===== src/rtl/cfg_port_pkg.sv =====
package cfg_port_pkg;
  localparam int unsigned CFG_BYTE_W = 8;

  typedef logic [CFG_BYTE_W-1:0] cfg_byte_t;

  // Sample of the host bus taken on the previous edge.
  typedef struct packed {
    logic sel;
    logic wr_n;
  } cfg_bus_smp_t;
endpackage


===== src/rtl/cfg_port_abort_det.sv =====
module cfg_port_abort_det
  import cfg_port_pkg::*;
#(
  parameter int unsigned HOLD_CYCLES = 4
) (
  input  logic clk,
  input  logic rst_n,
  input  logic sel,
  input  logic wr_n,
  output logic abort_now,
  output logic abort_pulse,
  output logic hold_busy_next
);
  localparam int unsigned HW = $clog2(HOLD_CYCLES + 1);

  cfg_bus_smp_t   prev_q, prev_d;
  logic [HW-1:0]  hold_q, hold_d;
  logic           pulse_q, pulse_d;

  always_comb begin
    abort_now = sel && prev_q.sel && (wr_n != prev_q.wr_n);
    prev_d.sel  = sel;
    prev_d.wr_n = wr_n;
    pulse_d = abort_now;
    if (abort_now) begin
      hold_d = HW'(HOLD_CYCLES);
    end else if (hold_q != '0) begin
      hold_d = hold_q - 1'b1;
    end else begin
      hold_d = '0;
    end
    hold_busy_next = (hold_d != '0);
  end

  always_ff @(posedge clk or negedge rst_n) begin
    if (!rst_n) begin
      prev_q.sel  <= 1'b0;
      prev_q.wr_n <= 1'b1;
      hold_q      <= '0;
      pulse_q     <= 1'b0;
    end else begin
      prev_q  <= prev_d;
      hold_q  <= hold_d;
      pulse_q <= pulse_d;
    end
  end

  assign abort_pulse = pulse_q;

  // the hold window starts full after every abort
  a_r6_hold_loaded: assert property (@(posedge clk) disable iff (!rst_n)
    abort_pulse |-> (hold_q == HW'(HOLD_CYCLES)));

  // the hold window counts down by one per cycle
  a_r6_hold_countdown: assert property (@(posedge clk) disable iff (!rst_n)
    (hold_q != '0) && !abort_now |=> (hold_q == $past(hold_q) - 1'b1));
endmodule


===== src/rtl/cfg_port_skid.sv =====
module cfg_port_skid #(
  parameter int unsigned DEPTH = 2,
  parameter int unsigned W     = 8
) (
  input  logic         clk,
  input  logic         rst_n,
  input  logic         push,
  input  logic [W-1:0] din,
  input  logic         pop,
  input  logic         flush,
  output logic         valid,
  output logic [W-1:0] dout,
  output logic         full_next
);
  localparam int unsigned PW = (DEPTH > 1) ? $clog2(DEPTH) : 1;
  localparam int unsigned CW = $clog2(DEPTH + 1);

  logic [W-1:0]  mem_q [DEPTH];
  logic [PW-1:0] wr_q, wr_d, rd_q, rd_d;
  logic [CW-1:0] cnt_q, cnt_d;
  logic          do_push, do_pop;

  function automatic logic [PW-1:0] ptr_adv(input logic [PW-1:0] p);
    return (p == PW'(DEPTH - 1)) ? '0 : p + 1'b1;
  endfunction

  always_comb begin
    do_push = push && !flush;
    do_pop  = pop && !flush && (cnt_q != '0);
    wr_d  = wr_q;
    rd_d  = rd_q;
    cnt_d = cnt_q;
    if (flush) begin
      wr_d  = '0;
      rd_d  = '0;
      cnt_d = '0;
    end else begin
      if (do_push) wr_d = ptr_adv(wr_q);
      if (do_pop)  rd_d = ptr_adv(rd_q);
      case ({do_push, do_pop})
        2'b10:   cnt_d = cnt_q + 1'b1;
        2'b01:   cnt_d = cnt_q - 1'b1;
        default: cnt_d = cnt_q;
      endcase
    end
    full_next = (cnt_d == CW'(DEPTH));
  end

  for (genvar i = 0; i < DEPTH; i++) begin : g_entry
    logic we;
    assign we = do_push && (wr_q == PW'(i));
    always_ff @(posedge clk) begin
      if (we) mem_q[i] <= din;
    end
  end

  always_ff @(posedge clk or negedge rst_n) begin
    if (!rst_n) begin
      wr_q  <= '0;
      rd_q  <= '0;
      cnt_q <= '0;
    end else begin
      wr_q  <= wr_d;
      rd_q  <= rd_d;
      cnt_q <= cnt_d;
    end
  end

  assign valid = (cnt_q != '0);
  assign dout  = mem_q[rd_q];

  // the buffer never receives a byte while full
  a_r4_no_overflow: assert property (@(posedge clk) disable iff (!rst_n)
    push |-> (cnt_q != CW'(DEPTH)));

  // occupancy stays within the buffer
  a_r4_count_bound: assert property (@(posedge clk) disable iff (!rst_n)
    cnt_q <= CW'(DEPTH));

  // a stalled head byte holds still
  a_r10_head_hold: assert property (@(posedge clk) disable iff (!rst_n)
    valid && !pop && !flush |=> valid && $stable(dout));
endmodule


===== src/rtl/cfg_byte_port.sv =====
module cfg_byte_port
  import cfg_port_pkg::*;
#(
  parameter int unsigned DEPTH       = 2,
  parameter int unsigned HOLD_CYCLES = 4
) (
  input  logic                  clk,
  input  logic                  rst_n,
  input  logic                  cs_n,
  input  logic                  wr_n,
  input  logic [CFG_BYTE_W-1:0] din,
  input  logic                  cfg_done,
  input  logic                  retain,
  output logic                  busy,
  output logic                  out_valid,
  input  logic                  out_ready,
  output logic [CFG_BYTE_W-1:0] out_data,
  output logic                  abort_pulse
);
  logic port_en, sel, push, pop;
  logic abort_now, hold_busy_next, full_next;
  logic busy_q, busy_d;

  always_comb begin
    port_en = !cfg_done || retain;
    sel     = port_en && !cs_n;
    push    = sel && !wr_n && !busy_q && !abort_now;
    pop     = out_valid && out_ready;
    busy_d  = hold_busy_next || full_next;
  end

  cfg_port_abort_det #(
    .HOLD_CYCLES(HOLD_CYCLES)
  ) u_abort (
    .clk           (clk),
    .rst_n         (rst_n),
    .sel           (sel),
    .wr_n          (wr_n),
    .abort_now     (abort_now),
    .abort_pulse   (abort_pulse),
    .hold_busy_next(hold_busy_next)
  );

  cfg_port_skid #(
    .DEPTH(DEPTH),
    .W    (CFG_BYTE_W)
  ) u_skid (
    .clk      (clk),
    .rst_n    (rst_n),
    .push     (push),
    .din      (din),
    .pop      (pop),
    .flush    (abort_now),
    .valid    (out_valid),
    .dout     (out_data),
    .full_next(full_next)
  );

  always_ff @(posedge clk or negedge rst_n) begin
    if (!rst_n) begin
      busy_q <= 1'b0;
    end else begin
      busy_q <= busy_d;
    end
  end

  assign busy = busy_q;

  // a captured byte is offered downstream after the edge
  a_r1_capture_offered: assert property (@(posedge clk) disable iff (!rst_n)
    push |=> out_valid);

  // an abort leaves the buffer empty and the host held off
  a_r5_abort_flushes: assert property (@(posedge clk) disable iff (!rst_n)
    abort_pulse |-> (!out_valid && busy));

  // a disabled port never reports an abort
  a_r7_off_no_abort: assert property (@(posedge clk) disable iff (!rst_n)
    (cfg_done && !retain) |=> !abort_pulse);
endmodule


===== config.mk =====
export PLATFORM = sky130hd
export DESIGN_NAME = cfg_byte_port
export DESIGN_NICKNAME = d
export VERILOG_FILES = /design/src/rtl/cfg_port_pkg.sv /design/src/rtl/cfg_port_abort_det.sv /design/src/rtl/cfg_port_skid.sv /design/src/rtl/cfg_byte_port.sv
export SDC_FILE = /design/constraint.sdc
export NUM_CORES = 1
export LEC_CHECK = 0
export BUFFER_PORTS_ARGS = -buffer_cell sky130_fd_sc_hd__buf_2
export CORE_MARGIN = 3
export CORE_UTILIZATION = 44
export CTS_CLUSTER_SIZE = 24
export DETAILED_ROUTE_END_ITERATION = 6
export PLACE_DENSITY = 0.76
export RECOVER_POWER = 100
export REMOVE_ABC_BUFFERS = 1
export SETUP_SLACK_MARGIN = 0.15
export SLEW_MARGIN = 20
export SYNTH_ARGS = -nofsm -noshare
export SYNTH_HDL_FRONTEND = slang
export SYNTH_SLANG_ARGS = --single-unit

===== constraint.sdc =====
create_clock -name clk -period 4.3 [get_ports clk]
set_clock_uncertainty 0.1 [all_clocks]
set_input_delay 0.86 -clock clk [delete_from_list [all_inputs] [get_ports clk]]
set_output_delay 0.86 -clock clk [all_outputs]
set_load 0.05 [all_outputs]

==> flow_summary.json <==
{
  "status": "finished, final reports clean",
  "synth_fa_ha_area_share_pct": 3.22,
  "gp_congestion": 0.732,
  "cts_hold_buf": 0,
  "yosys_warnings": 0,
  "ys_types": 26,
  "startpoint_type": "input port",
  "yosysSeqAreaShare_pct": 64.9,
  "rows": 18,
  "met3_usage_pct": 3.39,
  "synth.most_common_cell": "edfxtp_1",
  "via_per_inst": 5.20,
  "period_needed_ns": 3.00,
  "grt_max_degree": 15,
  "cts.clk_slew.worst_paths_ns": 0.14,
  "gr-max-usage-layer": "met2",
  "io_pins": 26,
  "cts_root_buffer": "clkbuf_4",
  "area_delta_synth_final_pct": 12.2,
  "firstDrtPassIters": 4,
  "grtUsageTotal_pct": 13.1,
  "syn_inst": 83,
  "drv_cap": 0,
  "tightest_slew_ns": 1.14,
  "p_seq_share_pct": 47.1,
  "path_class": "in -> reg",
  "required_ns": 4.41,
  "peakVddDrop_v": 0.000436,
  "synthFlopType": "edfxtp_1",
  "path_max_fanout": 9,
  "yosys.area.top_type": "edfxtp_1",
  "p_leak_nw": 0.498,
  "synthArstFlopShare_pct": 40.7,
  "drive_gt1_share_pct": 18.0,
  "internal_power_mw": 0.455,
  "wl_per_cell_um": 14.0,
  "p_per_area_nw_per_um2": 591,
  "rsz0062_at_grt": "false",
  "ys_ff_latch": 27,
  "slew_headroom_pct": 23.1,
  "diodes": 0,
  "clock_latency_ns": 0.31,
  "clkPwrFrac_pct": 13.3,
  "drt_iter0_drc": 21,
  "drt_wl_total_mm": 1.97,
  "comb_power_share_pct": 39.6,
  "cts_tree": "done",
  "end_kind": "flop",
  "synth.area.mux_share_pct": 7.73,
  "finalCritPeriodShare_pct": 69.8,
  "swShare_pct": 41.3,
  "synthTopCellsByCount": "edfxtp_1, dfrtp_1, mux2_2, nor2_1, a21oi_1",
  "ctsResizeCount": 0,
  "layout.nets": 130,
  "ant_nets": 0,
  "overflow": 0,
  "antenna_found_initial": 0,
  "postCtsSetupBuffers": 0,
  "synth_top_area_share_pct": 41.2,
  "yosys-top-cells-area": "edfxtp_1, dfrtp_1, mux2_2, ha_1, dfstp_2",
  "die_h_um": 57.5,
  "finalSetupViolations": 0,
  "grt_pass1_wl_mm": 3.30,
  "portBuffers": 25,
  "use_met2_pct": 21.8,
  "gr-usage-met1_pct": 16.7,
  "first_global_vias": 740,
  "finalHoldViolCount": 0,
  "tns_ns": 0,
  "hold_class": "in -> async",
  "syn_area_per_cell_um2": 14.0,
  "dp_hpwl_mm": 1.50,
  "synth_compound_area_share_pct": 6.44,
  "ctsLongestPathBuffers": 2,
  "synth_xor_area_share_pct": 3.76,
  "die_w_um": 57.5,
  "h-tree-depth": 1,
  "core_area_um2": 2500,
  "p_sw_mw": 0.319,
  "drc_errors": 0,
  "vias": 733,
  "arrival_ns": 3.11,
  "synth_top_family_by_area": "simple AND/OR/NAND/NOR gates",
  "finalPower_mw": 0.774,
  "synth-edff-count": 16,
  "synth_area_um2": 1170,
  "fmax_mhz": 333,
  "slew_viol_final": 0,
  "start_util_pct": 46.6,
  "die_area_um2": 3300,
  "cts_sinks": 27,
  "cts_buffers": 3,
  "synthSimpleGateAreaFrac_pct": 12.6
}
[cells in the final DEF (no fill, tap or decap), drive strengths merged, types with 2 or more instances in the layout]
cell type | synthesis | final
a211oi | 2 | 2
a21oi | 5 | 5
buf | 1 | 7
clkbuf | 0 | 22
dfrtp | 10 | 10
edfxtp | 16 | 16
ha | 3 | 3
inv | 3 | 3
mux2 | 8 | 8
nand2 | 3 | 3
nand2b | 3 | 3
nand3b | 2 | 2
nor2 | 7 | 7
o21ai | 2 | 2
or2 | 2 | 2
or3 | 2 | 2
xnor2 | 2 | 2
xor2 | 3 | 3
[final cells by class]
| class | instances | area (µm²) |
|---|---|---|
| clock buffers | 4 | 26.3 |
| fillers | 224 | 1190 |
| inverters | 3 | 11.3 |
| multi-input cells | 52 | 375 |
| flip-flops and latches | 27 | 757 |
| well taps | 30 | 37.5 |
| repair buffers | 25 | 101 |
[registers in the layout (all words and copies together), names as in the netlist]
signal and count:
u_skid.rd_q 1, u_abort.abort_pulse 1, busy 1, u_abort.hold_q 3, u_skid.mem_q 16, u_skid.cnt_q 2
u_skid.wr_q 1, u_abort.prev_q 2
[per-layer routing]
| metal | vias to the layer above | wire length, µm |
|---|---|---|
| li1 | 357 | - |
| met1 | 357 | 853 |
| met2 | 17 | 999 |
| met3 | 2 | 102 |
| met4 | 0 | 15 |
| met5 | - | 0 |
[final timing paths]
check,startpoint,end,slack (ns),cells after the start
min in group clk,u_abort.hold_q[0]$_DFF_PN0_,u_abort.hold_q[0]$_DFF_PN0_,0.43,1
worst max-delay path,retain,busy$_DFF_PN0_,1.30,8
worst min-delay path,rst_n,u_skid.cnt_q[1]$_DFF_PN0_,0.41,1
worst max register to register,u_abort.prev_q[0]$_DFF_PN1_,busy$_DFF_PN0_,1.54,7
worst min register to register,u_abort.hold_q[0]$_DFF_PN0_,u_abort.hold_q[0]$_DFF_PN0_,0.43,1
max in group asynchronous,rst_n,u_abort.hold_q[0]$_DFF_PN0_,3.28,1
[stage by stage]
step | hold WS [ns] | setup slack (ns) | cells | cell area (µm²) | utilization [%]
CTS | 0.289 | 1.78 | 141 | 1350 | 54.0
global route | 0.416 | 0.992 | 141 | 1310 | 52.4
global placement | 0.400 | 1.59 | 137 | 1320 | 53.0
detailed placement | 0.407 | 1.52 | 137 | 1320 | 53.0
floorplan | 0.377 | 1.77 | 82 | 1160 | -
finish | 0.413 | 1.30 | 141 | 1310 | 52.4
[power groups by stage]
stage	combinational (mW)	clock (mW)	sequential [mW]
after floorplan	0.241	0	0.375
after global placement	0.311	0	0.367
after detailed placement	0.319	0	0.369
after CTS	0.321	0.109	0.364
after global routing	0.333	0.119	0.372
final	0.306	0.103	0.364
[logic make-up after synthesis]
logic type / Yosys count
AND/OR/NAND/NOR: 24
adder cells (fa/ha/maj): 3
flip-flops: 27
XOR/XNOR: 5
buffers and inverters: 4
multiplexers: 8
AO/OA/AOI/OAI: 12
[worst max-delay path: stages]
cell and delay [ns]:
buf_2 0.08, and2b_1 0.21, nor4_1 0.93, nor2_1 0.12, ha_1 0.40, or2b_1 0.12, o211ai_1 0.08, or3_1 0.30
(Power assumes the default switching activity.)
